**config.mk**
```make
export PLATFORM = sky130hd
export DESIGN_NAME = turbo_governor
export DESIGN_NICKNAME = d
export VERILOG_FILES = /design/src/rtl/governor_pkg.sv /design/src/rtl/gov_bin_cap.sv /design/src/rtl/gov_budget.sv /design/src/rtl/gov_stepper.sv /design/src/rtl/turbo_governor.sv
export SDC_FILE = /design/constraint.sdc
export NUM_CORES = 1
export LEC_CHECK = 0
export ABC_CLOCK_PERIOD_IN_PS = 6700
export BUFFER_PORTS_ARGS = -buffer_cell sky130_fd_sc_hd__buf_4
export CORE_MARGIN = 2
export CORE_UTILIZATION = 38
export CTS_CLUSTER_DIAMETER = 30
export DETAILED_ROUTE_END_ITERATION = 10
export PLACE_DENSITY = 0.6
export SYNTH_ARGS = -nofsm -noshare
export SYNTH_HDL_FRONTEND = slang
export SYNTH_SLANG_ARGS = --single-unit
export TNS_END_PERCENT = 10
```
**constraint.sdc**
```tcl
create_clock -name clk -period 6.7 [get_ports clk]
set_input_delay 1.005 -clock clk [delete_from_list [all_inputs] [get_ports clk]]
set_output_delay 1.005 -clock clk [all_outputs]
set_load 0.05 [all_outputs]
```
**src/rtl/governor_pkg.sv**
```systemverilog
// governor_pkg: shared types and the top-bin formula for the turbo governor.
// Assumes p1 >= 1 and n >= 1; the top bin of a full core group is p1 - 1.
package governor_pkg;

    typedef enum logic [1:0] {
        STEP_HOLD   = 2'd0,
        STEP_FASTER = 2'd1,
        STEP_SLOWER = 2'd2
    } step_dir_e;

    // Highest turbo bin index allowed for k active cores out of n.
    function automatic int cap_bin_f(input int k, input int n, input int p1);
        if (k <= 1 || n <= 1) return 0;
        return ((k - 1) * (p1 - 1)) / (n - 1);
    endfunction

endpackage

```
**src/rtl/gov_bin_cap.sv**
```systemverilog
// gov_bin_cap: counts active cores and looks up the fastest turbo bin they may use.
// Assumes the table is fixed at elaboration; purely combinational.
module gov_bin_cap
    import governor_pkg::*;
#(
    parameter int NUM_CORES = 4,
    parameter int IDX_W     = 4,
    parameter int P1_IDX    = 4
) (
    input  logic [NUM_CORES-1:0] core_active,
    output logic [IDX_W-1:0]     cap_idx
);
    localparam int CNT_W = $clog2(NUM_CORES + 1);

    logic [CNT_W-1:0] act_cnt;
    logic [IDX_W-1:0] cap_tab [NUM_CORES+1];

    // one table entry per possible active-core count
    for (genvar k = 0; k <= NUM_CORES; k++) begin : g_tab
        assign cap_tab[k] = IDX_W'(cap_bin_f(k, NUM_CORES, P1_IDX));
    end

    // population count of the activity mask
    always_comb begin
        act_cnt = '0;
        for (int i = 0; i < NUM_CORES; i++) act_cnt = act_cnt + CNT_W'(core_active[i]);
    end

    // select the entry matching the count
    always_comb begin
        cap_idx = '0;
        for (int k = 0; k <= NUM_CORES; k++)
            if (act_cnt == CNT_W'(k)) cap_idx = cap_tab[k];
    end

endmodule

```
**src/rtl/gov_budget.sv**
```systemverilog
// gov_budget: energy-budget accumulator, updated once per control tick.
// Assumes PWR_W <= BUD_W; clipped to [0, budget_max] on every update.
module gov_budget #(
    parameter int PWR_W = 12,
    parameter int BUD_W = 16
) (
    input  logic             clk,
    input  logic             rst_n,
    input  logic             tick,
    input  logic [PWR_W-1:0] pwr_meas,
    input  logic [PWR_W-1:0] pwr_limit,
    input  logic [BUD_W-1:0] budget_max,
    output logic [BUD_W-1:0] budget_q,
    output logic             budget_empty
);
    localparam int SUM_W = BUD_W + 2;

    logic signed [SUM_W-1:0] sum_s;
    logic [BUD_W-1:0]        budget_d;

    // raw update: budget + limit - measured power
    always_comb begin
        sum_s = $signed({2'b00, budget_q})
              + $signed({{(SUM_W-PWR_W){1'b0}}, pwr_limit})
              - $signed({{(SUM_W-PWR_W){1'b0}}, pwr_meas});
    end

    // clip to zero and to the programmable ceiling
    always_comb begin
        if (sum_s < 0)                              budget_d = '0;
        else if (sum_s > $signed({2'b00, budget_max})) budget_d = budget_max;
        else                                        budget_d = sum_s[BUD_W-1:0];
    end

    // budget register, written only on ticks
    always_ff @(posedge clk) begin
        if (!rst_n)    budget_q <= '0;
        else if (tick) budget_q <= budget_d;
    end

    assign budget_empty = (budget_q == '0);

    AST_BUDGET_CEIL: assert property (@(posedge clk) disable iff (!rst_n)
        tick |=> budget_q <= $past(budget_max));
    AST_BUDGET_HOLD: assert property (@(posedge clk) disable iff (!rst_n)
        !tick |=> $stable(budget_q));
    AST_BUDGET_DRAIN: assert property (@(posedge clk) disable iff (!rst_n)
        (tick && budget_empty && pwr_meas >= pwr_limit) |=> budget_q == '0);

endmodule

```
**src/rtl/gov_stepper.sv**
```systemverilog
// gov_stepper: picks the target operating point and moves one bin toward it per tick.
// Assumes cap_idx < P1_IDX <= PN_IDX; lower index means higher frequency.
module gov_stepper
    import governor_pkg::*;
#(
    parameter int IDX_W  = 4,
    parameter int P1_IDX = 4,
    parameter int PN_IDX = 10
) (
    input  logic             clk,
    input  logic             rst_n,
    input  logic             tick,
    input  logic [IDX_W-1:0] os_req,
    input  logic [IDX_W-1:0] cap_idx,
    input  logic             budget_empty,
    input  logic             over_limit,
    output logic [IDX_W-1:0] pstate_q
);
    localparam logic [IDX_W-1:0] P1_L = IDX_W'(P1_IDX);
    localparam logic [IDX_W-1:0] PN_L = IDX_W'(PN_IDX);

    logic [IDX_W-1:0] target;
    step_dir_e        dir;

    // target point: turbo request, budget-exhausted retreat, or clamped OS request
    always_comb begin
        if (os_req == '0)      target = (budget_empty && over_limit) ? P1_L : cap_idx;
        else if (os_req < P1_L) target = P1_L;
        else if (os_req > PN_L) target = PN_L;
        else                   target = os_req;
    end

    // direction of the single-bin move
    always_comb begin
        if (pstate_q > target)      dir = STEP_FASTER;
        else if (pstate_q < target) dir = STEP_SLOWER;
        else                        dir = STEP_HOLD;
    end

    // operating-point register
    always_ff @(posedge clk) begin
        if (!rst_n) pstate_q <= P1_L;
        else if (tick) begin
            case (dir)
                STEP_FASTER: pstate_q <= pstate_q - 1'b1;
                STEP_SLOWER: pstate_q <= pstate_q + 1'b1;
                default:     pstate_q <= pstate_q;
            endcase
        end
    end

    AST_ONE_STEP: assert property (@(posedge clk) disable iff (!rst_n)
        1'b1 |=> (pstate_q == $past(pstate_q) || pstate_q == $past(pstate_q) + 1'b1
                  || pstate_q + 1'b1 == $past(pstate_q)));
    AST_NO_TICK_HOLD: assert property (@(posedge clk) disable iff (!rst_n)
        !tick |=> $stable(pstate_q));
    AST_CAP_KEPT: assert property (@(posedge clk) disable iff (!rst_n)
        (tick && os_req == '0 && pstate_q >= cap_idx) |=> pstate_q >= $past(cap_idx));
    AST_EMPTY_RETREAT: assert property (@(posedge clk) disable iff (!rst_n)
        (tick && os_req == '0 && budget_empty && over_limit && pstate_q < P1_L)
        |=> pstate_q == $past(pstate_q) + 1'b1);
    AST_NO_TURBO: assert property (@(posedge clk) disable iff (!rst_n)
        (tick && os_req != '0 && pstate_q >= P1_L) |=> pstate_q >= P1_L);

endmodule

```
**src/rtl/turbo_governor.sv**
```systemverilog
// turbo_governor: shared operating-point governor paid for by an energy budget.
// Assumes tick is a one-cycle strobe and power values share one unit per tick.
module turbo_governor #(
    parameter int NUM_CORES = 4,
    parameter int IDX_W     = 4,
    parameter int P1_IDX    = 4,
    parameter int PN_IDX    = 10,
    parameter int PWR_W     = 12,
    parameter int BUD_W     = 16
) (
    input  logic                 clk,
    input  logic                 rst_n,
    input  logic                 tick,
    input  logic [IDX_W-1:0]     os_req,
    input  logic [PWR_W-1:0]     pwr_meas,
    input  logic [PWR_W-1:0]     pwr_limit,
    input  logic [BUD_W-1:0]     budget_max,
    input  logic [NUM_CORES-1:0] core_active,
    output logic [IDX_W-1:0]     pstate_out,
    output logic [NUM_CORES-1:0] gated_out,
    output logic [BUD_W-1:0]     budget_out
);
    logic [IDX_W-1:0]     cap_idx;
    logic                 budget_empty;
    logic                 over_limit;
    logic [NUM_CORES-1:0] gated_q;

    assign over_limit = (pwr_meas > pwr_limit);

    gov_bin_cap #(.NUM_CORES(NUM_CORES), .IDX_W(IDX_W), .P1_IDX(P1_IDX)) u_cap (
        .core_active (core_active),
        .cap_idx     (cap_idx)
    );

    gov_budget #(.PWR_W(PWR_W), .BUD_W(BUD_W)) u_budget (
        .clk          (clk),
        .rst_n        (rst_n),
        .tick         (tick),
        .pwr_meas     (pwr_meas),
        .pwr_limit    (pwr_limit),
        .budget_max   (budget_max),
        .budget_q     (budget_out),
        .budget_empty (budget_empty)
    );

    gov_stepper #(.IDX_W(IDX_W), .P1_IDX(P1_IDX), .PN_IDX(PN_IDX)) u_step (
        .clk          (clk),
        .rst_n        (rst_n),
        .tick         (tick),
        .os_req       (os_req),
        .cap_idx      (cap_idx),
        .budget_empty (budget_empty),
        .over_limit   (over_limit),
        .pstate_q     (pstate_out)
    );

    // gate flags for inactive cores, refreshed on each tick
    always_ff @(posedge clk) begin
        if (!rst_n)    gated_q <= '0;
        else if (tick) gated_q <= ~core_active;
    end

    assign gated_out = gated_q;

    AST_GATE_TRACK: assert property (@(posedge clk) disable iff (!rst_n)
        tick |=> gated_out == ~$past(core_active));
    AST_GATE_HOLD: assert property (@(posedge clk) disable iff (!rst_n)
        !tick |=> $stable(gated_out));

endmodule

```
Word-level counts from Yosys, hierarchy flattened
Cells that the tools add are included.

Flip-flop bits (word level): 24. Output and inout bits: 24. Bits of input ports: 51.

Bitwise gates (word level): 1. Muxes and demuxes: 12. $lt $le $gt $ge: 7. Eq/ne operators: 5. Add/subtract/negate cells: 7. Reductions and logical operators: 5.

Operator list (number): $mux W16 (2); $gt A18 B17 Y1 (1); $lt A18 B1 Y1 const B (1); $sub A17 B12 Y18 (1); $add A16 B12 Y17 (1); $logic_not A16 Y1 (1); $gt A12 B12 Y1 (1); $mux W4 (3); $mux W2 (4); $pmux W4 S2 (1); $add A3 B1 Y3 (2); $eq A3 B2 Y1 const B (2); $add A4 B1 Y4 const B (1); $gt A4 B4 Y1 (1); $gt A4 B4 Y1 const B (1); $logic_not A4 Y1 (1); $lt A4 B3 Y1 const B (1); $lt A4 B4 Y1 (1); $not A4 Y4 (1); $sub A4 B1 Y4 const B (1); $eq A3 B3 Y1 const B (1); $mux W3 (1); $add A1 B1 Y2 (1); $eq A2 B1 Y1 const B (1); 5 further kinds (5).

Longest topological paths before layout
Gate-level depths: netlist of the first run.

Depth after elaboration: 15. Depth in mapped cells: 22. Mapped depth without buffers: 22.

By module
A second synthesis of the first run with hierarchy kept.

Cells, all modules: 414. Area, all modules: 3301.9 sq um.

Modules (own cells, without submodules): gov_budget (sequential area each 320.3 sq um, cells each 300, instances 1, area an instance 2354.8 sq um); turbo_governor (sequential area each 80.1 sq um, cells each 55, instances 1, area an instance 435.4 sq um); gov_stepper (sequential area each 80.1 sq um, cells each 49, instances 1, area an instance 420.4 sq um); gov_bin_cap (sequential area each 0.0 sq um, cells each 10, instances 1, area an instance 91.3 sq um).

Least setup slack after synthesis of the first run
OpenSTA, ideal clock, no wires.

Path kind: in2reg. From: in pwr_meas[1]. To: reg u_step.pstate_q[3]. Data required time: 6.624 ns. Buffers on the path: 0. Cell stages on the path: 22. Data arrival time: 4.846 ns. Slack: 1.779 ns. Setup time: 0.076 ns. Path through: inv_1 > ha_1 > nor2b_1 > o21a_1 > o21a_1 > o21ai_1 > o211ai_1 > a2111oi_0 > a221oi_1 > a21o_1 > ha_1 > nor2b_1 > o21ai_0 > nand2b_1 > a21oi_1 > inv_1 > ha_1 > a21o_1 > a21oi_1 > xnor2_1 > or3_1 > a21boi_0.

Longest elaborated chain between the ends: 10.

Ends and longest elaborated chain: start, declared (line turbo_governor.sv:15) `input logic [PWR_W-1:0] pwr_meas,`; $gt A12 B12 Y1 * (line turbo_governor.sv:28) `assign over_limit = (pwr_meas > pwr_limit);`; $logic_and A1 B1 Y1 * (line gov_stepper.sv:27) `if (os_req == '0) target = (budget_empty && over_limit) ? P1_L : cap_idx;`; $mux W3 * (line gov_stepper.sv:27); $mux W4 * (line gov_stepper.sv:27); $lt A4 B4 Y1 (line gov_stepper.sv:36) `else if (pstate_q < target) dir = STEP_SLOWER;`; $mux W2 (line gov_stepper.sv:36); $mux W2 * (line gov_stepper.sv:35) `if (pstate_q > target) dir = STEP_FASTER;`; $eq A2 B1 Y1 / $eq A2 B2 Y1 (equally long branches) (line gov_stepper.sv:44) `case (dir)`; $reduce_bool A2 Y1 (no line); $reduce_and A2 Y1 (no line); end signal, assigned (line gov_stepper.sv:45) `STEP_FASTER: pstate_q <= pstate_q - 1'b1;`; end signal, assigned (line gov_stepper.sv:46) `STEP_SLOWER: pstate_q <= pstate_q + 1'b1;`; end signal, assigned (line gov_stepper.sv:47) `default: pstate_q <= pstate_q;`; end, declared (line gov_stepper.sv:17) `output logic [IDX_W-1:0] pstate_q`.

Mark *: on every way between the ends. The rest lies on a longest branch, timed or not. A chain may end at the register's enable or synchronous reset.

Worst setup path after layout of the first run
Same ends and word-level chain as after synthesis.

==> reports/metrics.csv, run 1 <==
metric,value,unit
clk_latency,0.28,ns
dp_worst_setup_slack,1.083,ns
vdd_drop_max,345.8,µV
maxCapViolCount,0,
avgSynthCellArea,8.128,µm²
post-route-util,47.07,%
grt_pass1_wl,14070,µm
netlist_instances,419,
grt_use_met3,2.411,%
crit_arrival,5.55,ns
critical_path_class,input port to register,
setup_ws,1.370,ns
cts_tree,done,
vias,2955,
fp-row-count,34,
synthArstFlopShare,0,%
slew_violations,0,
design.core.area,8721,µm²
grtUsageMet1,24.40,%
fin_nets,622,
via_per_inst,4.950,
synth_seq_cells,24,
antenna_cells,0,
numPlacedInstances,593,
clockRootBuffer,clkbuf_8,
fin_crit_sh,79.55,%
synthToLayoutAreaGrowth,20.54,%
hold_violations,0,
fp.dieH,98.67,µm
fin_cells,597,
cts.sinks,24,
fin_tns_setup,0,ns
numPortBuffers,74,
max_freq,0.1876,GHz
ys_types,53,
status,"complete, no violations",
grt_overflow,0,
first_global_vias,2970,
cts_setup_buffers,0,
synthFlopType,dfxtp_1,
grt_start_max_net_pins,17,
cts_max_level,1,
final.min_clock_period,5.330,ns
drive_gt1_share,18.81,%
cts_inserted_buffers,3,
ys_seq_area_share,14.11,%
ctsResizeCount,0,
tightest_slew,0.9242,ns
hold_ws,0.4763,ns
hold_class,register to register,
crit_path_end_kind,register,
grtUsageTotal,17.66,%
die_x,98.67,µm
setup_viol,0,
yosysWarnings,0,
drt_iter0_markers,137,
start_util,39.05,%
drc_errors,0,
antenna_found_initial,0,
gp_congestion,0.8664,
power_per_cell_area,505.3,nW/µm²
grtUsageMet2,29.72,%
first_pass_iters,4,
total_leakage_power,2.240,nW
busiest_layer,met2,
rsz0062_at_grt,false,
crit_path_start_kind,input port,
hpwlAfterDp,7057,µm
path_max_fanout,3,
wl_per_cell,14.09,µm
finClkSkew,0.003660,ns
dieArea,9736,µm²
slew_headroom,38.38,%
cp_data_required_time,6.92,ns
netlist_area,3406,µm²
syn-num-nets,551,
synth_edf_count,0,
routed_wl,8411,µm
io_pins,75,
cts.clk_slew.worst_paths,0.10,ns
cts_hold_buf,0,
cts_buffer_depth,2,
ant_nets,0,
cell families after synthesis:
logic type      share of synthesized area, %
buf+inv                                11.76
compound gates                         19.07
simple gates                           12.86
fa+ha+maj                              32.84
flops                                  14.11
xor+xnor                               4.372
mux                                    4.996
placed cells by master (no fill, tap or decap), drive strengths merged, types with 6 or more instances in the layout:
master   n
buf     75
o21ai   31
inv     88
fa      14
ha      67
nand4    9
a21oi   20
mux2i   17
dfxtp   24
nand3    6
xnor2   12
nand2   31
a21o    11
nor2    18
a211oi   6
critical path, stage by stage:
cell       delay (ns)
buf_4            0.11
inv_1            0.09
ha_1             0.24
nor2b_1          0.13
o21a_1           0.16
o21a_1           0.16
o21ai_1          0.22
o211ai_1         0.12
a2111oi_0        0.64
a221oi_1         0.17
a21o_1           0.20
ha_1             0.28
nor2b_1          0.13
o21ai_0          0.15
nand2b_1         0.07
a21oi_1          0.30
inv_1            0.14
ha_1             0.30
a21o_1           0.18
a21oi_1          0.17
xnor2_1          0.10
or3_1            0.30
a21boi_0         0.16
layer usage:
layer	share of wire, %	vias up
met3	3.8	6
li1	-	1533
met5	0	-
met2	47	59
met4	1.2	0
met1	48	1357
flip-flops by register name, indices dropped and copies added, names as in the netlist:
signal and flops:
u_budget.budget_q 16, u_step.pstate_q 4, gated_out 4
cell type report:
type	count	area (µm²)
fillers	867	4616
flip-flops and latches	24	480.5
clock buffers	3	41.29
multi-input cells	298	2525
repair buffers	75	563.0
inverters	88	330.3
clock inverters	1	30.03
well taps	108	135.1
cell usage after synthesis, types with 3 or more instances:
master | count | share of area, %
inv_1 | 88 | 9.7
o21ai_0 | 7 | 1.0
nand4_1 | 9 | 1.7
a21o_1 | 9 | 2.0
fa_1 | 14 | 8.2
nor3_1 | 3 | 0.44
clkbuf_1 | 4 | 0.44
nand2b_1 | 3 | 0.55
nand2_1 | 31 | 3.4
nand3_1 | 5 | 0.73
a211oi_1 | 4 | 0.88
xor2_1 | 5 | 1.3
nor2_1 | 17 | 1.9
mux2i_1 | 17 | 5.0
o211a_1 | 5 | 1.5
ha_1 | 67 | 25
xnor2_1 | 12 | 3.1
o21ai_1 | 22 | 3.2
or3_1 | 3 | 0.55
a21oi_1 | 19 | 2.8
o21a_1 | 4 | 0.88
o211ai_1 | 3 | 0.66
nor2b_1 | 5 | 0.92
o21bai_1 | 3 | 0.66
dfxtp_1 | 24 | 14
path summary, 6_finish.rpt:
kind,from,end,slack [ns],depth (start not counted)
setup / recovery,pwr_meas[1],u_step.pstate_q[3],1.37,23
hold / removal,u_budget.budget_q[0],u_budget.budget_q[0],0.48,2
setup reg to reg,u_budget.budget_q[8],u_budget.budget_q[7],2.05,19
hold reg to reg,u_budget.budget_q[0],u_budget.budget_q[0],0.48,2
where the power goes:
group	internal [mW]	total (mW)	switching, mW
Clock	0.0801	0.139	0.0586
Combinational	0.696	1.69	0.998
Sequential	0.191	0.242	0.0508
stage by stage:
| step | cell area [µm²] | power (mW) |
|---|---|---|
| after CTS | 4105 | 2.086 |
| final | 4105 | 2.074 |
| after global routing | 4105 | 2.286 |
| after detailed placement | 4034 | 1.931 |
| after global placement | 4034 | 1.905 |
| after floorplan | 3406 | 1.613 |
Note: power is estimated with default switching activity, not from simulation.
==> run 2, diff against run 1 <==
--- a/config.mk
+++ b/config.mk
@@ -5,7 +5,8 @@
 export SDC_FILE = /design/constraint.sdc
 export NUM_CORES = 1
 export LEC_CHECK = 0
-export ABC_CLOCK_PERIOD_IN_PS = 6700
+export ABC_AREA = 1
+export ABC_CLOCK_PERIOD_IN_PS = 5320
 export BUFFER_PORTS_ARGS = -buffer_cell sky130_fd_sc_hd__buf_4
 export CORE_MARGIN = 2
 export CORE_UTILIZATION = 38
==> constraint.sdc (replaced) <==
create_clock -name clk -period 5.32 [get_ports clk]
set_input_delay 0.798 -clock clk [delete_from_list [all_inputs] [get_ports clk]]
set_output_delay 0.798 -clock clk [all_outputs]
set_load 0.05 [all_outputs]
==> run 2 against run 1 <==
Sequential share of layout area decreased by 0.63 points. Clock-buffer cell count grew 1. Wire length grew 11%. Flip-flop and latch count stayed put. Hold slack better by 0.032 ns. Register-to-register slack lost 0.97 ns. Design area up 5.7%. Worst setup slack got worse by 0.52 ns. Final cell count grew 23%. Global-route usage increased by 0.94 points. Die area rose by 5.8%. Non-clock buffer count is 1 lower. Critical endpoint is now u_budget.budget_q[6].
==> reports/metrics.csv, run 2 <==
metric,value,unit
avgSynthCellArea,6.752,µm²
finClkSkew,0.01536,ns
yosysMostFrequentCell,inv_1,
worst_r2r_startpoint,u_budget.budget_q[1],
r2r_slack,1.08,ns
min-delay-start,u_step.pstate_q[3],
antenna_cells,0,
drive_gt1_share,15.18,%
setup_viol,0,
clockRootBuffer,clkbuf_8,
cts_inserted_buffers,3,
drc_errors,0,
slew_headroom,41.81,%
first_pass_iters,4,
hold_violations,0,
routed_wl,9324,µm
path_buf_inv,3,
cts_hold_buf,0,
rsz0062_at_grt,false,
fp-row-count,35,
wl_per_cell,12.69,µm
max_stage_delay,0.54,ns
critical_path_class,input port to register,
layout_common_cells,"inv_1 (129), nand2_1 (103), buf_4 (74)",
first_global_vias,3301,
fin_nets,739,
synthFlopType,dfxtp_1,
maxCapViolCount,0,
synth_edf_count,0,
dieArea,10300,µm²
crit_path_top_delay_cell,fa_1,
synth_top_cell_area_share,23.21,%
layout_commonest_cell,inv_1,
yosysWarnings,0,
synth_seq_cells,24,
cts_setup_buffers,0,
syn-num-nets,667,
numPortBuffers,74,
grt_pass1_wl,15320,µm
ys_seq_area_share,13.30,%
vias,3457,
fin_crit_sh,84.10,%
final.min_clock_period,4.474,ns
design.core.area,9240,µm²
hold_class,register to register,
netlist_area,3612,µm²
hold_depth,1,
crit_arrival,4.61,ns
min_to,u_step.pstate_q[3],
antenna_found_initial,0,
clk_latency,0.28,ns
crit_cells,26,
max_freq,0.2235,GHz
largest_reg_flops,16,
grt_overflow,0,
cts.sinks,24,
grt_start_max_net_pins,18,
crit_path_start_kind,input port,
cp_data_required_time,5.45,ns
cts_max_level,1,
ant_nets,0,
synthArstFlopShare,0,%
drt_iter0_markers,144,
yosys.area.top_type,ha_1,
io_pins,75,
crit_path_end_kind,register,
ys_types,38,
synth_common_cells,"inv_1 (129), nand2_1 (103), ha_1 (67)",
synthToLayoutAreaGrowth,20.09,%
path_max_fanout,17,
fin_tns_setup,0,ns
grtUsageTotal,18.60,%
status,"complete, no violations",
regMostFlops,u_budget.budget_q,
r2r_end,u_budget.budget_q[6],
slew_violations,0,
cp_top_family,simple AND/OR/NAND/NOR gates,
synth_area_leaders,"ha_1 (23%), inv_1 (13%), dfxtp_1 (13%), nand2_1 (11%), fa_1 (7.8%)",
cts_tree,done,
hpwlAfterDp,8003,µm
start_util,39.09,%
gp_congestion,0.9130,
cts_buffer_depth,2,
ctsResizeCount,0,
via_per_inst,4.703,
cts.clk_slew.worst_paths,0.09,ns
netlist_instances,535,
fp.dieH,101.5,µm
crit_top_cell,nand2_1,
die_x,101.5,µm
tightest_slew,0.8509,ns
rr_worst_depth,24,
[run 2: cell families (layout without fill, tap and decap cells)]
group                    count (synthesis)  after routing  share of synthesized area [%]
AO/OA/AOI/OAI                           85             85                          13.20
XOR/XNOR                                14             14                          3.394
adder cells (fa/ha/maj)                 81             81                          30.97
buffers and inverters                  139            210                          15.00
flip-flops                              24             24                          13.30
AND/OR/NAND/NOR                        192            192                          24.14
[run 2: through the flow]
stage	cells	hold slack [ns]	setup slack (ns)	util, %	instance area, µm²
after global routing	735	0.5311	0.4587	46.95	4338
after detailed placement	731	0.4931	0.5853	46.35	4283
after floorplan	535	0.6885	1.200	-	3612
after CTS	735	0.5074	0.8437	46.95	4338
final	735	0.5085	0.8461	46.95	4338
after global placement	731	0.4821	0.5840	46.35	4283
[run 2: cell type report]
class                   instances  area, µm²
multi-input cells             372       2590
well taps                     129      161.4
inverters                     132      495.5
repair buffers                 74      555.5
flip-flops and latches         24      480.5
fillers                       967       4902
clock buffers                   4      55.05
[run 2: worst max-delay path by stage]
| stage | slack, ns | from | to |
|---|---|---|---|
| 3_3_place_gp | 0.58 | pwr_meas[1] | u_budget.budget_q[11] |
| 5_1_grt | 0.46 | pwr_meas[1] | u_budget.budget_q[3] |
| 6_report | 0.85 | pwr_meas[1] | u_budget.budget_q[6] |
| 2_1_floorplan | 1.20 | pwr_meas[1] | u_budget.budget_q[9] |
| 3_5_place_dp | 0.59 | pwr_meas[1] | u_budget.budget_q[8] |
| 4_1_cts | 0.84 | pwr_meas[1] | u_budget.budget_q[6] |
[run 2: per-layer routing]
metal | track usage, % | vias up | wire length (µm)
met5 | 0 | - | 0
met4 | 5.094 | 0 | 141
met3 | 1.173 | 7 | 281
met2 | 30.11 | 75 | 4213
met1 | 26.82 | 1540 | 4688
li1 | - | 1835 | -
Power of run 2 is left out: the tool's default activity adds up to more than one toggle a clock period on the data nets, which glitch-free logic cannot reach.
